<file path="src/rtl/exc_pkg.sv">
package exc_pkg;
  localparam int XLEN    = 32;
  localparam int CODE_W  = 5;
  localparam int SEL_W   = 2;

  typedef enum logic [SEL_W-1:0] {
    SEL_STATUS  = 2'd0,
    SEL_COUNT   = 2'd1,
    SEL_COMPARE = 2'd2,
    SEL_NONE    = 2'd3
  } wsel_e;
endpackage

</file>
<file path="src/rtl/exc_status_cause.sv">
module exc_status_cause
  import exc_pkg::*;
#(
  parameter int W          = 32,
  parameter int CW         = 5,
  parameter int INT_CODE   = 0,
  parameter int ADEL_CODE  = 4,
  parameter int WORD_BYTES = 4
) (
  input  logic          clk,
  input  logic          rst,
  input  logic          exc_req,
  input  logic [CW-1:0] exc_code,
  input  logic [W-1:0]  exc_pc,
  input  logic          exc_in_slot,
  input  logic [W-1:0]  exc_bad_addr,
  input  logic          status_wr,
  input  logic [W-1:0]  wr_data,
  output logic          taken_q,
  output logic          ie_q,
  output logic          exl_q,
  output logic          bd_q,
  output logic [CW-1:0] code_q,
  output logic [W-1:0]  epc_q,
  output logic [W-1:0]  badaddr_q
);
  localparam int ALIGN_W = $clog2(WORD_BYTES);

  logic         is_int;
  logic         accept;
  logic [W-1:0] aligned_pc;
  logic [W-1:0] restart_pc;

  always_comb begin
    is_int     = (exc_code == CW'(INT_CODE));
    accept     = exc_req && (!is_int || (ie_q && !exl_q));
    aligned_pc = {exc_pc[W-1:ALIGN_W], ALIGN_W'(0)};
    restart_pc = exc_in_slot ? (aligned_pc - W'(WORD_BYTES)) : aligned_pc;
  end

  always_ff @(posedge clk) begin
    if (rst) begin
      taken_q   <= 1'b0;
      ie_q      <= 1'b0;
      exl_q     <= 1'b0;
      bd_q      <= 1'b0;
      code_q    <= '0;
      epc_q     <= '0;
      badaddr_q <= '0;
    end else begin
      taken_q <= accept;
      if (status_wr) begin
        ie_q  <= wr_data[0];
        exl_q <= wr_data[1];
      end
      if (accept) begin
        exl_q  <= 1'b1;
        code_q <= exc_code;
        if (!exl_q) begin
          bd_q  <= exc_in_slot;
          epc_q <= restart_pc;
        end
        if (exc_code == CW'(ADEL_CODE)) badaddr_q <= exc_bad_addr;
      end
    end
  end

  // gated interrupt never produces a pulse
  a_r3_int_gated: assert property (@(posedge clk) disable iff (rst)
    (exc_req && exc_code == CW'(INT_CODE) && (!ie_q || exl_q)) |=> !taken_q);
  // non-interrupt code always accepted
  a_r2_code_taken: assert property (@(posedge clk) disable iff (rst)
    (exc_req && exc_code != CW'(INT_CODE)) |=> taken_q);
  // accepted exception leaves EXL raised
  a_r2_exl_set: assert property (@(posedge clk) disable iff (rst)
    taken_q |-> exl_q);
  // EPC and BD frozen while nested
  a_r6_epc_hold: assert property (@(posedge clk) disable iff (rst)
    (taken_q && $past(exl_q)) |-> (epc_q == $past(epc_q) && bd_q == $past(bd_q)));
  // only an address-error-on-load capture moves BadVAddr
  a_r8_badaddr_hold: assert property (@(posedge clk) disable iff (rst)
    (exc_code != CW'(ADEL_CODE)) |=> $stable(badaddr_q));
endmodule

</file>
<file path="src/rtl/exc_count_timer.sv">
module exc_count_timer
  import exc_pkg::*;
#(
  parameter int W       = 32,
  parameter int COUNT_W = 32
) (
  input  logic         clk,
  input  logic         rst,
  input  logic         tick,
  input  logic         count_wr,
  input  logic         compare_wr,
  input  logic [W-1:0] wr_data,
  output logic [W-1:0] count_o,
  output logic [W-1:0] compare_o,
  output logic         pend_q
);
  logic [COUNT_W-1:0] count_q;
  logic [COUNT_W-1:0] compare_q;
  logic [COUNT_W-1:0] next_count;

  always_comb next_count = count_q + COUNT_W'(1);

  always_ff @(posedge clk) begin
    if (rst) begin
      count_q   <= '0;
      compare_q <= '0;
      pend_q    <= 1'b0;
    end else begin
      if (count_wr)  count_q <= wr_data[COUNT_W-1:0];
      else if (tick) count_q <= next_count;
      if (compare_wr) begin
        compare_q <= wr_data[COUNT_W-1:0];
        pend_q    <= 1'b0;
      end else if (tick && !count_wr && next_count == compare_q) begin
        pend_q <= 1'b1;
      end
    end
  end

  generate
    if (COUNT_W < W) begin : g_ext
      assign count_o   = {{(W-COUNT_W){1'b0}}, count_q};
      assign compare_o = {{(W-COUNT_W){1'b0}}, compare_q};
    end else begin : g_full
      assign count_o   = count_q[W-1:0];
      assign compare_o = compare_q[W-1:0];
    end
  endgenerate

  // tick steps counter by one unless written
  a_r10_count_step: assert property (@(posedge clk) disable iff (rst)
    (tick && !count_wr) |=> count_q == $past(count_q) + COUNT_W'(1));
  // match write clears pending
  a_r12_pend_clear: assert property (@(posedge clk) disable iff (rst)
    compare_wr |=> !pend_q);
  // pending, once set, holds without a match write
  a_r11_pend_sticky: assert property (@(posedge clk) disable iff (rst)
    (pend_q && !compare_wr) |=> pend_q);
endmodule

</file>
<file path="src/rtl/exc_entry_unit.sv">
module exc_entry_unit
  import exc_pkg::*;
#(
  parameter int W          = 32,
  parameter int CW         = 5,
  parameter int COUNT_W    = 32,
  parameter int INT_CODE   = 0,
  parameter int ADEL_CODE  = 4,
  parameter int WORD_BYTES = 4,
  parameter int TIMER_LINE = 7,
  parameter int IP_BASE    = 8,
  parameter int CODE_LSB   = 2,
  parameter int BD_BIT     = 31
) (
  input  logic          clk,
  input  logic          rst,
  input  logic          exc_req,
  input  logic [CW-1:0] exc_code,
  input  logic [W-1:0]  exc_pc,
  input  logic          exc_in_slot,
  input  logic [W-1:0]  exc_bad_addr,
  input  logic          timer_tick,
  input  logic          wr_en,
  input  logic [1:0]    wr_sel,
  input  logic [W-1:0]  wr_data,
  output logic          exc_taken,
  output logic [W-1:0]  status_o,
  output logic [W-1:0]  cause_o,
  output logic [W-1:0]  epc_o,
  output logic [W-1:0]  badvaddr_o,
  output logic [W-1:0]  count_o,
  output logic [W-1:0]  compare_o
);
  localparam int PEND_BIT = IP_BASE + TIMER_LINE;

  logic          status_wr, count_wr, compare_wr;
  logic          ie, exl, bd, pend;
  logic [CW-1:0] code;

  always_comb begin
    status_wr  = wr_en && (wr_sel == SEL_STATUS);
    count_wr   = wr_en && (wr_sel == SEL_COUNT);
    compare_wr = wr_en && (wr_sel == SEL_COMPARE);
  end

  exc_status_cause #(
    .W(W), .CW(CW), .INT_CODE(INT_CODE), .ADEL_CODE(ADEL_CODE), .WORD_BYTES(WORD_BYTES)
  ) sc_i (
    .clk(clk), .rst(rst), .exc_req(exc_req), .exc_code(exc_code), .exc_pc(exc_pc),
    .exc_in_slot(exc_in_slot), .exc_bad_addr(exc_bad_addr), .status_wr(status_wr),
    .wr_data(wr_data), .taken_q(exc_taken), .ie_q(ie), .exl_q(exl), .bd_q(bd),
    .code_q(code), .epc_q(epc_o), .badaddr_q(badvaddr_o)
  );

  exc_count_timer #(.W(W), .COUNT_W(COUNT_W)) tm_i (
    .clk(clk), .rst(rst), .tick(timer_tick), .count_wr(count_wr),
    .compare_wr(compare_wr), .wr_data(wr_data), .count_o(count_o),
    .compare_o(compare_o), .pend_q(pend)
  );

  always_comb begin
    status_o    = '0;
    status_o[0] = ie;
    status_o[1] = exl;
    cause_o                   = '0;
    cause_o[BD_BIT]           = bd;
    cause_o[PEND_BIT]         = pend;
    cause_o[CODE_LSB +: CW]   = code;
  end

  // code update never disturbs the timer pending bit
  a_r7_pend_kept: assert property (@(posedge clk) disable iff (rst)
    (exc_req && !compare_wr) |=> (cause_o[PEND_BIT] || !$past(cause_o[PEND_BIT])));
endmodule

</file>
<file path="config.mk">
export PLATFORM = sky130hd
export DESIGN_NAME = exc_entry_unit
export DESIGN_NICKNAME = d
export VERILOG_FILES = /design/src/rtl/exc_pkg.sv /design/src/rtl/exc_status_cause.sv /design/src/rtl/exc_count_timer.sv /design/src/rtl/exc_entry_unit.sv
export SDC_FILE = /design/constraint.sdc
export NUM_CORES = 1
export LEC_CHECK = 0
export CELL_PAD_IN_SITES_DETAIL_PLACEMENT = 0
export CELL_PAD_IN_SITES_GLOBAL_PLACEMENT = 1
export CORE_ASPECT_RATIO = 1.4
export CORE_UTILIZATION = 40
export CTS_CLUSTER_DIAMETER = 150
export CTS_CLUSTER_SIZE = 28
export DETAILED_ROUTE_END_ITERATION = 8
export DONT_BUFFER_PORTS = 1
export GPL_ROUTABILITY_DRIVEN = 0
export PLACE_DENSITY_LB_ADDON = 0.1
export SLEW_MARGIN = 20
export SYNTH_ARGS = -nofsm -noshare
export SYNTH_HDL_FRONTEND = slang
export SYNTH_SLANG_ARGS = --single-unit
</file>
<file path="constraint.sdc">
create_clock -name clk -period 3.3 [get_ports clk]
set_input_delay 0.165 -clock clk [delete_from_list [all_inputs] [get_ports clk]]
set_output_delay 0.165 -clock clk [all_outputs]
set_load 0.05 [all_outputs]
</file>
* After elaboration in Yosys (flattened, before gate mapping)
Cells that the tools add are included.
Operators by class: $add $sub $neg 2, equal/unequal tests 4, multiplexer cells 5, bitwise logic cells 1, reduce and logical (&&, ||, !) cells 18
Operators with widths (count):
- 32-bit two-way mux | 3
- 32-bit by 1-bit adder with 32-bit output (second input constant) | 1
- 32-bit == test | 1
- 32-bit by 3-bit subtractor with 32-bit output (second input constant) | 1
- 1-bit logical AND | 7
- 5-bit by 3-bit == test with 1-bit output (second input constant) | 1
- 5-bit logical NOT | 1
- 2-bit AND reduction | 2
- 2-bit nonzero test | 2
- 1-bit logical NOT | 3
- 2-bit by 1-bit == test with 1-bit output (second input constant) | 1
- 2-bit == test (second input constant) | 1
- 2-bit logical NOT | 1
- 1-bit two-way mux | 2
- 2-bit OR reduction | 1
- 1-bit logical OR | 1
- 1-bit NOT | 1
Word-level totals: flip-flop bits (word level) 138, output and inout port bits 193, logic and storage cells 40

* Logic depth before layout (Yosys ltp)
Gate-level depths: netlist of run 1.
word-level depth 5, depth in mapped cells 10, depth with buffers taken out 8

* Cells and area by module
From an unflattened synthesis of run 1, not the netlist that was laid out.
Unflattened totals: cell total of the unflattened synthesis 916, area, all modules 7418.4 um2
Modules (own cells, without submodules):
- exc_count_timer | instances 1, cells each 472, area each 3827.4 um2, seq. area each 1301.2 um2
- exc_status_cause | instances 1, cells each 381, area each 3114.2 um2, seq. area each 1421.4 um2
- exc_entry_unit | instances 1, cells each 63, area each 476.7 um2, seq. area each 0.0 um2

* Worst setup path after synthesis of run 1
No wires, ideal clock.
path type register to register, from reg tm_i.count_q[0] (netlist: tm_i.count_o[0]), to reg tm_i.pend_q, library setup time 0.059 ns, arrival time 2.883 ns, required time 3.241 ns, slack 0.357 ns, stages on the path, launching flop included 10, buffers on the path 1, cell sequence dfxtp_1 > ha_1 > and3_2 > buf_2 > nand4_2 > or4_1 > a211oi_1 > nand4_1 > a2111oi_1 > a22o_1
On the way: word-level cells in the longest chain between the ends 3
Ends and longest elaborated chain:
- start: declaration | line exc_count_timer.sv:17 | logic [COUNT_W-1:0] count_q;
- start signal: assignment | line exc_count_timer.sv:29 | if (count_wr) count_q <= wr_data[COUNT_W-1:0];
- start signal: assignment | line exc_count_timer.sv:30 | else if (tick) count_q <= next_count;
- 32-bit by 1-bit adder with 32-bit output | line exc_count_timer.sv:21 | always_comb next_count = count_q + COUNT_W'(1);
- 32-bit == test | line exc_count_timer.sv:34 | end else if (tick && !count_wr && next_count == compare_q) begin
- 1-bit logical AND | line exc_count_timer.sv:34
- end signal: assignment | line exc_count_timer.sv:27 | pend_q <= 1'b0;
- end signal: assignment | line exc_count_timer.sv:33 | pend_q <= 1'b0;
- end signal: assignment | line exc_count_timer.sv:35 | pend_q <= 1'b1;
- end: declaration | line exc_count_timer.sv:15 | output logic pend_q
No other way between the ends. A chain may end at the register's enable or synchronous reset.

* Worst setup path after layout of run 1
Ends and elaborated chain as after synthesis.

==> metrics.yaml, run 1 <==
critical_path_arrival_ns: 3.06
die_x_um: 116
fp.dieH_um: 162
drive_gt1_share_pct: 9.03
critPathKind: "flip-flop to flip-flop"
rows: 58
ys_async_sr_fraction_pct: 0
io_buffers: 0
startpoint_type: "flip-flop"
rsz0062_at_grt: "no"
worst_pin_slew_ns: 0.822
hp-class: "primary input to flip-flop"
cp_max_fo: 9
p_sw_uw: 1510
hold_end: "sc_i.epc_q[25]"
insertion_delay_ns: 0.43
max_slew_margin_pct: 45.1
yosysUniqueCellTypes: 61
hold_viol_final: 0
min_period_ns: 2.69
cts_tree: "done"
powerDensity_nw_per_um2: 517
grt_start_max_net_pins: 136
yosys.area_share.adder_pct: 0.344
muxShareOfSynthArea_pct: 0.688
yosys.area.top_type_share_pct: 37.4
synth_top_family_by_area: "simple AND/OR/NAND/NOR gates"
cts_sinks: 136
critPathCaptureType: "flip-flop"
ant_nets: 0
fin_crit_sh_pct: 81.6
avgSynthCellArea_um2: 7.95
drt_iter0_drc: 246
clockPowerShare_pct: 43.2
hold_slack_ns: 0.0163
synth_compound_area_share_pct: 15.0
required_ns: 3.67
wl_per_cell_um: 17.1
drt-pass1-iter-count: 7
hold_start: "exc_pc[23]"
netlist_area_um2: 7280
cts_root_buffer: "clkbuf_16"
worst_r2r_path_depth: 8
dr_total_vias: 6551
die_area_um2: 18700
r2r_start: "tm_i.count_o[0]"
netlist_instances: 915
skew_ns: 0.0104
tns_ns: 0
clkTransAtPathRegs_ns: 0.06
cts_resized: 0
core_um2: 17900
htree_levels: 4
synth-seq-cells: 136
max_freq_mhz: 371
pwr-share-comb_pct: 15.0
leakagePower_uw: 0.00334
switching_share_pct: 32.1
synth_area_leaders: "dfxtp_1 (37%), nand2_1 (8.8%), buf_4 (6.5%)"
synth_enable_flop_cells: 0
antenna_found_initial: 2
reg2reg_to: "tm_i.pend_q"
grt_pass1_vias: 6520
synth_flop_cell: "dfxtp_1"
reg2reg_slack_ns: 0.61
initial_core_util_pct: 40.8
grt_pass1_wl_um: 33600
yosys.area_share.simple_pct: 25.2
via_per_inst: 5.15
synth_warnings: 0
ir_drop_mv: 0.296
cts.path.max_buffers: 2
drv_cap: 0
ioPinCount: 302
grt.total_usage_pct: 23.3
cts_made_buffers: 17
routed_wl_um: 21800
p_int_uw: 3190
status: "finished clean"
slew_violations: 0
grt.overflow.total: 0
setup_viol: 0
post_cts_buffers: 0
seq_power_share_pct: 41.8
syn_to_final_growth_pct: 25.1
synth-xor-area-share_pct: 10.8
place.detailed.hpwl_um: 14900
num-nets-final: 1128
yosys.area.top_type: "dfxtp_1"
route.detailed.drc: 0
hold-path-cell-count: 3
seq_area_frac_synth_pct: 37.4
## worst max-delay path by stage
stage | slack (ns) | endpoint | cells past startpoint | start
6_report | 0.61 | tm_i.pend_q | 8 | tm_i.count_o[0]
3_5_place_dp | 0.60 | tm_i.pend_q | 8 | tm_i.count_o[0]
4_1_cts | 0.58 | tm_i.pend_q | 8 | tm_i.count_o[0]
2_1_floorplan | 0.36 | tm_i.pend_q | 9 | tm_i.count_o[0]
5_1_grt | 0.48 | tm_i.pend_q | 8 | tm_i.count_o[0]
3_3_place_gp | 0.62 | tm_i.pend_q | 8 | tm_i.count_o[0]
## flip-flops by register name, summed over array words and instances, names as in the netlist
name,flops
sc_i.epc_q,30
sc_i.bd_q,1
sc_i.code_q,5
sc_i.taken_q,1
tm_i.compare_o,32
tm_i.pend_q,1
sc_i.exl_q,1
sc_i.ie_q,1
sc_i.badaddr_q,32
tm_i.count_o,32
## layer usage
metal	part of all wire (%)	global-route usage [%]
met3	6.9	7.84
met2	54	43.5
met1	37	22.9
met5	0	0
met4	2.5	9.56
## critical path, cell delays in order (launching register included)
cell	delay, ns
dfxtp_1	0.34
ha_1	0.23
and3_2	0.31
nand4_2	0.20
or4_1	0.61
a211oi_1	0.25
nand4_1	0.17
a2111oi_1	0.36
a22o_1	0.17
## Yosys cell counts, drive strengths merged, types with 5 or more instances
cell	number
nand2	171
dfxtp	136
nor2	76
buf	75
a21oi	74
a211oi	52
xnor2	49
clkbuf	45
xor2	41
nand3	20
nand4	19
nor3	19
o21ai	15
or3	14
and3	12
a311oi	10
nor4	9
and4	8
inv	7
or4	6
mux2i	5
nor2b	5
nor3b	5
## cell families (layout without fill, tap and decap cells)
family          Yosys count  after routing
compound gates          172            172
xor+xnor                 90             90
fa+ha+maj                 2              2
buf+inv                 127            186
flops                   136            136
mux                       5              5
other cells               1             59
simple gates            382            382
## layout by cell type, fill, tap and decap left out, types with 10 or more instances in the layout
master	Yosys	layout
dlygate4sd3_1	0	106
nand3_1	19	19
or3_1	13	13
a21oi_1	74	74
conb_1	1	57
clkbuf_16	0	17
dfxtp_1	136	136
a311oi_1	10	10
o21ai_0	15	15
xor2_1	41	41
xnor2_1	49	49
nor3_1	18	18
buf_4	63	39
nand2_1	171	171
nand4_1	17	17
nor2_1	76	74
a211oi_1	52	52
## power by group through the flow
| stage | Sequential (µW) | Combinational [µW] | Clock [µW] |
|---|---|---|---|
| floorplan | 2060 | 471 | 0 |
| global placement | 2000 | 546 | 0 |
| detailed placement | 2000 | 556 | 0 |
| CTS | 1970 | 708 | 2080 |
| global route | 1980 | 761 | 2140 |
| finish | 1970 | 707 | 2030 |
## stage by stage
stage | instance area [µm²] | utilization, % | total power (µW) | setup slack [ns] | instances
finish | 9100 | 51.0 | 4700 | 0.607 | 1272
global route | 9100 | 51.0 | 4880 | 0.476 | 1272
CTS | 9100 | 51.0 | 4750 | 0.578 | 1270
detailed placement | 7380 | 41.4 | 2560 | 0.598 | 1131
global placement | 7350 | 41.2 | 2550 | 0.619 | 1130
floorplan | 7490 | - | 2530 | 0.357 | 971
## timing repair
item	in CTS	in global routing
hold buffers	107	0
hold endpoints to repair	135	0
setup endpoints to repair	0	0
## final cells by class
class,count,area [µm²]
Fill cell,1785,8750
Multi-Input combinational cell,708,4010
Sequential cell,136,2720
Timing Repair Buffer,147,1410
Clock buffer,18,439
Tap cell,240,300
Clock inverter,14,188
Inverter,7,26.3
Antenna cell,2,5.00
(Power assumes the default switching activity.)
==> run 2: changes to the inputs <==
==> constraint.sdc (replaced) <==
create_clock -name clk -period 2.17 [get_ports clk]
set_input_delay 0.1085 -clock clk [delete_from_list [all_inputs] [get_ports clk]]
set_output_delay 0.1085 -clock clk [all_outputs]
set_load 0.05 [all_outputs]
==> metrics.yaml, run 2 (synthesized netlist as in run 1, its figures left out) <==
cp_max_fo: 4  # -5
final_common_cell: "nand2_1"
wl_per_cell_um: 17.3  # +0.91%
worst_pin_slew_ns: 0.664  # -0.159 ns
worst_r2r_path_depth: 8  # unchanged
fin_crit_sh_pct: 101  # +20 points
grt.total_usage_pct: 25.1  # +1.8 points
ioPinCount: 302  # unchanged
rsz0062_at_grt: "yes"
required_ns: 2.54  # -1.13 ns
place.detailed.hpwl_um: 15900  # +6.7%
leakagePower_uw: 0.00390  # +17%
min_period_ns: 2.20  # -0.494 ns
via_per_inst: 5.15  # about the same
rows: 58  # unchanged
hold_end: "tm_i.count_o[18]"
hold_viol_final: 0  # unchanged
setup_viol: 1  # +1
ir_drop_mv: 0.449  # +52%
post_dp_cell_area_um2: 8000  # +8.3%
grt_pass1_vias: 6967  # +6.9%
dr_total_vias: 7000  # +6.9%
route.detailed.drc: 0  # unchanged
die_area_um2: 18700  # unchanged
grt_start_max_net_pins: 110  # -19%
hp-class: "primary input to flip-flop"
critical_path_arrival_ns: 2.57  # -0.49 ns
fp.dieH_um: 162  # unchanged
cts.path.max_buffers: 2  # unchanged
final_cell_mix: "nand2_1 (171), dlygate4sd3_1 (125), dfxtp_1 (110)"
drv_cap: 0  # unchanged
pre_cts_ws_ns: -0.118  # -0.716 ns
fin_ws_ns: -0.0291  # -0.636 ns
drive_gt1_share_pct: 18.2  # +9.2 points
status: "finished with violations"
critPathKind: "flip-flop to flip-flop"
failed_checks: "setup timing"
io_buffers: 0  # unchanged
cts_tree: "done"
die_x_um: 116  # unchanged
reg2reg_slack_ns: -0.03  # -0.64 ns
r2r_start: "tm_i.count_o[0]"
grt.overflow.total: 0  # unchanged
insertion_delay_ns: 0.43  # about the same
cts_made_buffers: 17  # unchanged
max_slew_margin_pct: 55.8  # +11 points
slew_violations: 0  # unchanged
ant_nets: 0  # unchanged
cts_sinks: 136  # unchanged
routed_wl_um: 23400  # +7.7%
num-nets-final: 1216  # +7.8%
drt-pass1-iter-count: 4  # -3
syn_to_final_growth_pct: 37.5
antenna_found_initial: 0  # -2
startpoint_type: "flip-flop"
grt_pass1_wl_um: 36100  # +7.5%
reg2reg_to: "tm_i.pend_q"
critPathCaptureType: "flip-flop"
core_um2: 17900  # unchanged
htree_levels: 4  # unchanged
max_freq_mhz: 455  # +22%
hold_slack_ns: 0.0146  # -0.00171 ns
fin_area_um2: 10000  # +10%
powerDensity_nw_per_um2: 723  # +40%
drt_iter0_drc: 342  # +39%
diodes: 0  # -2
initial_core_util_pct: 40.8  # unchanged
cts_root_buffer: "clkbuf_16"
clkTransAtPathRegs_ns: 0.07  # about the same
hold_start: "timer_tick"
hold-path-cell-count: 3  # unchanged
skew_ns: 0.00821  # -0.00224 ns
[run 2: cell types whose count changed in the layout (fill, tap and decap cells not counted), sizes merged]
cell / change
buf: +69
dlygate4sd3: +19
diode: -2
bufinv: -1
clkbuf: -1
clkinvlp: +1
inv: +1
[run 2: area by class of cell]
class | instances | area, µm²
clock buffer | 17 | 425
fill | 1711 | 7840
multi-input combinational | 708 | 4150
inverter | 7 | 26.3
clock inverter | 15 | 211
tap | 240 | 300
sequential | 136 | 2780
timing repair buffer | 235 | 2110
[run 2: worst max-delay path by stage]
stage,start,end,slack (ns),depth (start not counted)
after floorplan,tm_i.count_o[2],tm_i.pend_q,-0.20,10
after global placement,tm_i.count_o[1],tm_i.count_o[31],-0.11,9
after detailed placement,tm_i.count_o[1],tm_i.count_o[31],-0.12,9
after CTS,tm_i.count_o[0],tm_i.pend_q,-0.05,8
after global routing,tm_i.count_o[0],tm_i.pend_q,-0.14,8
final,tm_i.count_o[0],tm_i.pend_q,-0.03,8
[run 2: through the flow]
step / utilization (%) / total power (µW) / TNS [ns] / instances
finish: 56.1 / 7240 / -0.0291 / 1358
CTS: 55.8 / 7290 / -0.0467 / 1356
detailed placement: 44.8 / 3960 / -0.383 / 1197
global route: 56.1 / 7530 / -0.146 / 1358
floorplan: - / 3870 / -0.395 / 971
global placement: 44.8 / 3950 / -0.344 / 1197
[run 2: power by group]
group / internal, µW / switching (µW)
clock: 1770 / 1320
combinational: 437 / 808
sequential: 2610 / 294
[run 2: timing repair]
item                                   4_1_cts  5_1_grt
gates resized for setup                     10        5
endpoints found under the hold margin      136        0
setup endpoints to repair                    6        9
hold buffers                               126        0
pin swaps                                    2        2
buffers inserted                             1        1
[run 2: per-layer routing]
metal / GRT usage (%) / wire length [µm] / vias up
li1: - / - / 3426
met1: 25.0 / 8350 / 3262
met2: 46.3 / 12600 / 258
met3: 7.62 / 1670 / 54
met4: 12.2 / 772 / 0
met5: 0 / 0 / -
[run 2: critical path, cell delays in order, from the launching register on]
cell,delay (ns)
dfxtp_4,0.39
ha_4,0.13
and3_4,0.19
nand4_4,0.10
or4_4,0.55
a211oi_2,0.22
nand4_1,0.17
a2111oi_4,0.22
a22o_1,0.16
